--- src/rtl/sio_tx_fifo.sv ---
module sio_tx_fifo #(
  parameter int WIDTH = 16,
  parameter int DEPTH = 8
) (
  input  logic             clk,
  input  logic             rst_n,
  input  logic             en,
  input  logic             slave_mode,
  input  logic             wr_en,
  input  logic [WIDTH-1:0] wr_data,
  input  logic             pop,
  output logic [WIDTH-1:0] rd_data,
  output logic             empty,
  output logic             full,
  output logic             not_full,
  output logic             below_half,
  output logic             overflow
);
  localparam int AW = (DEPTH > 1) ? $clog2(DEPTH) : 1;
  localparam int LW = $clog2(DEPTH + 1);
  localparam logic [LW-1:0] LVL_FULL = LW'(DEPTH);
  localparam logic [LW-1:0] LVL_HALF = LW'(DEPTH / 2);
  localparam logic [AW-1:0] PTR_LAST = AW'(DEPTH - 1);

  logic [WIDTH-1:0] mem [DEPTH];
  logic [AW-1:0]    wptr, rptr;
  logic [LW-1:0]    level, hist_cnt;
  logic             pop_ok, wr_ok, replay_ok;

  assign empty      = (level == '0);
  assign full       = (level == LVL_FULL);
  assign not_full   = ~full;
  assign below_half = (level < LVL_HALF);
  assign pop_ok     = pop & ~empty;
  assign wr_ok      = wr_en & (~full | pop_ok);
  assign replay_ok  = (hist_cnt == LVL_FULL);

  always_comb begin
    if (!empty)                      rd_data = mem[rptr];
    else if (slave_mode && replay_ok) rd_data = mem[wptr];
    else                             rd_data = '0;
  end

  always_ff @(posedge clk)
    if (en && wr_ok) mem[wptr] <= wr_data;

  always_ff @(posedge clk or negedge rst_n) begin
    if (!rst_n) begin
      wptr <= '0; rptr <= '0; level <= '0; hist_cnt <= '0; overflow <= 1'b0;
    end else if (!en) begin
      wptr <= '0; rptr <= '0; level <= '0; hist_cnt <= '0; overflow <= 1'b0;
    end else begin
      if (wr_ok)  wptr <= (wptr == PTR_LAST) ? '0 : wptr + 1'b1;
      if (pop_ok) rptr <= (rptr == PTR_LAST) ? '0 : rptr + 1'b1;
      if (wr_ok && !pop_ok)      level <= level + 1'b1;
      else if (!wr_ok && pop_ok) level <= level - 1'b1;
      if (wr_ok && !replay_ok) hist_cnt <= hist_cnt + 1'b1;
      if (wr_en && !wr_ok) overflow <= 1'b1;
    end
  end
endmodule


--- config.mk ---
export PLATFORM = sky130hd
export DESIGN_NAME = sio_tx_fifo
export DESIGN_NICKNAME = d
export VERILOG_FILES = /design/src/rtl/sio_tx_fifo.sv
export SDC_FILE = /design/constraint.sdc
export NUM_CORES = 1
export LEC_CHECK = 0
export BUFFER_PORTS_ARGS = -buffer_cell sky130_fd_sc_hd__buf_2
export CORE_MARGIN = 1
export CORE_UTILIZATION = 57
export CTS_BUF_LIST = sky130_fd_sc_hd__clkbuf_8 sky130_fd_sc_hd__clkbuf_16
export CTS_CLUSTER_DIAMETER = 150
export DETAILED_ROUTE_END_ITERATION = 10
export GPL_TIMING_DRIVEN = 0
export PLACE_DENSITY = 0.81
export SETUP_SLACK_MARGIN = 0.15
export SLEW_MARGIN = 20
export SYNTH_ARGS = -nofsm -noshare
export SYNTH_HDL_FRONTEND = slang
export SYNTH_SLANG_ARGS = --single-unit
--- constraint.sdc ---
create_clock -name clk -period 4.2 [get_ports clk]
set_input_delay 0.42 -clock clk [delete_from_list [all_inputs] [get_ports clk]]
set_output_delay 0.42 -clock clk [all_outputs]
set_load 0.02 [all_outputs]
Word-level counts from Yosys, hierarchy flattened
Memories as Yosys holds them, arrays and structs flattened.
Index checks and enable logic that the tools add are counted.
- reductions and logical operators: 10
- equal/unequal tests: 9
- $add $sub $neg: 5
- order comparisons: 1
- muxes and demuxes: 17
- bitwise logic cells: 5
- operators by type and width (kind ; number):
    16-bit 2-to-1 mux ; 2
    4-bit 2-to-1 mux ; 5
    3-bit 2-to-1 mux ; 6
    4-bit by 1-bit adder with 4-bit output, second input constant ; 2
    4-bit equality test, second input constant ; 2
    2-bit by 1-bit inequality test with 1-bit output, second input constant ; 4
    3-bit by 1-bit adder with 3-bit output, second input constant ; 2
    3-bit equality test, second input constant ; 2
    1-bit logical AND ; 6
    4-bit zero test ; 1
    4-bit by 3-bit less-than comparator with 1-bit output, second input constant ; 1
    1-bit 2-to-1 mux ; 4
    4-bit by 1-bit subtractor with 4-bit output, second input constant ; 1
    1-bit zero test ; 3
    3-bit by 1-bit inequality test with 1-bit output, second input constant ; 1
    1-bit AND ; 2
    1-bit NOT ; 2
    1-bit OR ; 1
- flip-flop bits (word level): 15
- memories kept: 1
- bits in writable memories: 128
- output and inout port bits: 21
- memories (name ; depth ; width ; rd ports ; clocked after Yosys merged registers in ; wr ports ; line ; source):
    mem ; 8 ; 16 ; 2 ; 0 ; 1 ; 25 ; logic [WIDTH-1:0] mem [DEPTH];

Depth between registers and ports, before layout
- word-level depth: 10
- mapped depth: 9
- gate-level depth less buffers: 9

Worst setup path after synthesis
OpenSTA, ideal clock, no wires.
- path type: reg2reg
- from: reg level[3]
- to: mem mem[1][0], enable pin
- cell stages (with the launch flop): 6
- path slack: 1438 ps
- setup time: 409 ps
- clock period less this slack: 2762 ps
- required time: 3791 ps
- buffers on the path: 0
- data arrival time: 2353 ps
- path through: dfrtp_1 -> nor4b_4 -> inv_2 -> o21a_1 -> nand3_1 -> nor3_1
- elaborated cells on any way between the ends: 10
- those cells by class: eq/ne (1); mux (2); bitwise (5); reduce/logical (2)
- RTL lines (element ; line ; source):
    start, declared ; 27 ; logic [LW-1:0] level, hist_cnt;
    start signal, assigned ; 55 ; if (wr_ok && !pop_ok) level <= level + 1'b1;
    start signal, assigned ; 56 ; else if (!wr_ok && pop_ok) level <= level - 1'b1;
    4-bit equality test ; 31 ; assign full = (level == LVL_FULL);
    via full ; 14 ; output logic full,
    1-bit NOT ; -- ;
    via not_full ; 15 ; output logic not_full,
    1-bit OR ; 35 ; assign wr_ok = wr_en & (~full | pop_ok);
    1-bit AND ; 35 ;
    1-bit logical AND ; 45 ; if (en && wr_ok) mem[wptr] <= wr_data;
    1-bit 2-to-1 mux ; 45 ;
    1-bit 2-to-1 mux (not written as such) ; 45 ;
    end, declared ; 25 ;
The timed path passes the listed nets, and every way through them passes these cells.

Final worst setup path
- from: reg level[0]
- to: out rd_data[6]
- word-level cells in the longest chain between the ends: 2
- ends and longest elaborated chain (element ; line ; source):
    4-bit zero test ; 30 ; assign empty = (level == '0);
    16-bit 2-to-1 mux ; 39 ; if (!empty) rd_data = mem[rptr];
    end, declared ; 12 ; output logic [WIDTH-1:0] rd_data,
Every way passes these cells.

==> qor.yml <==
run_status:
  status: "finished with violations"
  violations: "design-rule violations"
yosys:
  ys.warnings.count: 0
  ys.flop_type: "edfxtp_1"
  yosysMostFrequentCell: "edfxtp_1"
  synth_edf_count: 128
  synth_cell_types: 37
  syn_area_per_cell_um2: 18.3
  yosysSeqAreaShare_pct: 61.7
  synth_nets: 404
  synthArstFlopShare_pct: 10.5
  yosys-top-cells-count: "128 x edfxtp_1, 64 x mux4_2, 34 x mux2i_1"
  netlist_area_um2: 6830
  yosysTopAreaCell: "edfxtp_1"
  synth.top_cells.by_area: "edfxtp_1 56%, mux4_2 21%, dfrtp_1 5.5%, mux2i_1 5.0%, ha_1 1.5%"
  synth_top_area_share_pct: 56.3
  synth-seq-cells: 143
  synthCells: 373
detailed_routing:
  drt_first_iter_violations: 386
  wl_um: 15300
  first_pass_iters: 9
  drcViolationCount: 5
  num_vias: 4002
  wl_per_cell_um: 25.5
  vias_per_cell: 6.66
  ant_nets: 0
clock_tree:
  htree_num_levels: 4
  clockRootBuffer: "clkbuf_16"
  clock_sinks: 143
  clockBufferDepth: 2
  cts_tree: "done"
  cts_setup_buffers: 0
  clk_pin_slew_ps: 60
  cts_buffers: 17
  insertion_delay_ps: 430
placed_design:
  io_buffers: 41
  dp_slack_ps: 1050
  dpl.hpwl_um: 10000
  dpl.cell_count: 568
  place_congestion: 0.768
global_route:
  first_global_vias: 4173
  antenna_found_initial: 0
  grt_pass1_wl_um: 23700
  grt-ovfl-total: 0
  grt_max_degree: 17
  grt_use_total_pct: 26.9
worst_setup_path:
  critPathRequiredTime_ps: 3780
  cp.depth: 5
  cpPeakStageDelay_ps: 730
  worstPathMaxFanout: 10
  worst_setup_path_start_kind: "flop"
  cp_slowest_cell: "nor4_4"
  path_delay_family: "simple AND/OR/NAND/NOR gates"
  path_cells: "nor4_4 -> nand3_1 -> clkbuf_1 -> o22ai_1 -> buf_2"
  path_class: "reg2out"
  cp_num_buf_inv: 2
  critPathArrivalTime_ps: 3250
  r2r_cells: 5
  cp-end-kind: "primary output"
power_and_ir_drop:
  ir_drop_v: 0.000375
  clkPwrFrac_pct: 36.2
  p_sw_share_pct: 29.1
  power_switching_mw: 1.26
  intPower_mw: 3.06
  p_leak_nw: 2.65
  combPwrFrac_pct: 25.1
  p_seq_share_pct: 38.7
  fin_total_pwr_mw: 4.32
  powerDensity_nw_per_um2: 541
timing:
  slew_headroom_pct: 38.3
  worst_slack_ps: 528
  rsz0062_at_grt: "false"
  finalSetupViolCount: 0
  worst-slew-pin-transition_ps: 926
  fmax_mhz: 272
  fin_crit_sh_pct: 87.4
  fin_crit_ps: 3670
  drv_slew: 0
  skew_ps: 7.93
  hold_viol: 0
floorplan:
  dieArea_um2: 12400
  die_w_um: 111
  io_pins: 43
  die_y_um: 111
  core_area_um2: 11600
  rows: 39
  initial_utilization_pct: 59.1
worst_hold_path:
  whs_path_depth: 1
  hold_class: "in2reg"
layout:
  layout-drive-gt1-share_pct: 36.2
  final_nets: 476
  finalNonFillerCells: 601
  antennaDiodeCount: 0
  fill_cells: 714
  area_growth_pct: 16.9
run:
  max-cap-violations: 0
state kept, by name, indices dropped and copies added (netlist names):
name / flops
level: 4
mem: 128
hist_cnt: 4
overflow: 1
rptr: 3
wptr: 3
timing repair:
item | CTS | global route
resized for setup | 0 | 0
hold buffers | 1 | 0
setup endpoints to repair | 0 | 0
endpoints found under the hold margin | 15 | 0
stage by stage:
step	hold WS, ps	instance area (um2)	utilization, %	setup TNS [ps]
2_1_floorplan	124	6830	-	0
3_3_place_gp	336	7220	62.4	-909
3_5_place_dp	341	7370	63.7	0
4_1_cts	245	7990	69.1	0
5_1_grt	253	7990	69.1	0
6_report	250	7990	69.1	0
path summary, 6_finish.rpt:
kind | from | end | slack (ps)
max | level[0] | rd_data[6] | 530
min | wr_data[9] | mem[2][9] | 250
max reg2reg | wptr[2] | mem[6][1] | 1370
min reg2reg | overflow | overflow | 580
max in group asynchronous | rst_n | rptr[2] | 3510
min in group asynchronous | rst_n | hist_cnt[2] | 440
layout make-up:
type	instances	area (um2)	area share [%]
buffer	25	101	1.27
clock buffer	17	425	5.32
clock inverter	15	189	2.36
inverter	6	22.5	0.282
multi-input combinational	199	2510	31.5
sequential	143	4220	52.8
tap	143	179	2.24
timing repair buffer	53	339	4.24
cells in the final DEF (no fill, tap or decap), types with 3 or more instances in the layout:
cell type  instances
edfxtp_1         128
o22ai_1           16
buf_2             47
xnor2_1            6
a21oi_1            4
bufinv_16          4
nor2b_1            3
ha_1               8
and2_1             5
nand2b_1           4
buf_8              5
nor2_2             6
a21boi_1           3
clkinv_1           4
nand3_1            6
o21ai_1            4
buf_4              5
mux2i_1           34
clkbuf_1          18
inv_6              3
nand2_1           14
dfrtp_1           15
inv_1              4
clkbuf_16         17
mux4_2            64
cell families after synthesis:
group                    count (synthesis)  synth area share (%)
AND/OR/NAND/NOR                         52                  4.36
XOR/XNOR                                 6                 0.769
flip-flops                             143                  61.7
AO/OA/AOI/OAI                           34                  3.48
buffers and inverters                   31                  1.81
multiplexers                            98                  26.1
adder cells (fa/ha/maj)                  9                  1.76
metal layers:
layer  up-vias  global-route usage [%]  share of wire (%)
met1      2048                    34.7                 38
met2       218                    43.8                 52
li1       1697                       -                  -
met4         0                    11.1                2.1
met5         -                       0                  0
met3        39                    7.24                8.7
power groups by stage:
stage	clock network (mW)	registers, mW	logic, mW
finish	1.56	1.67	1.08
global route	1.64	1.68	1.16
CTS	1.58	1.67	1.09
detailed placement	0	1.70	1.08
global placement	0	1.70	1.04
floorplan	0	1.69	0.774
(Power assumes the default switching activity.)
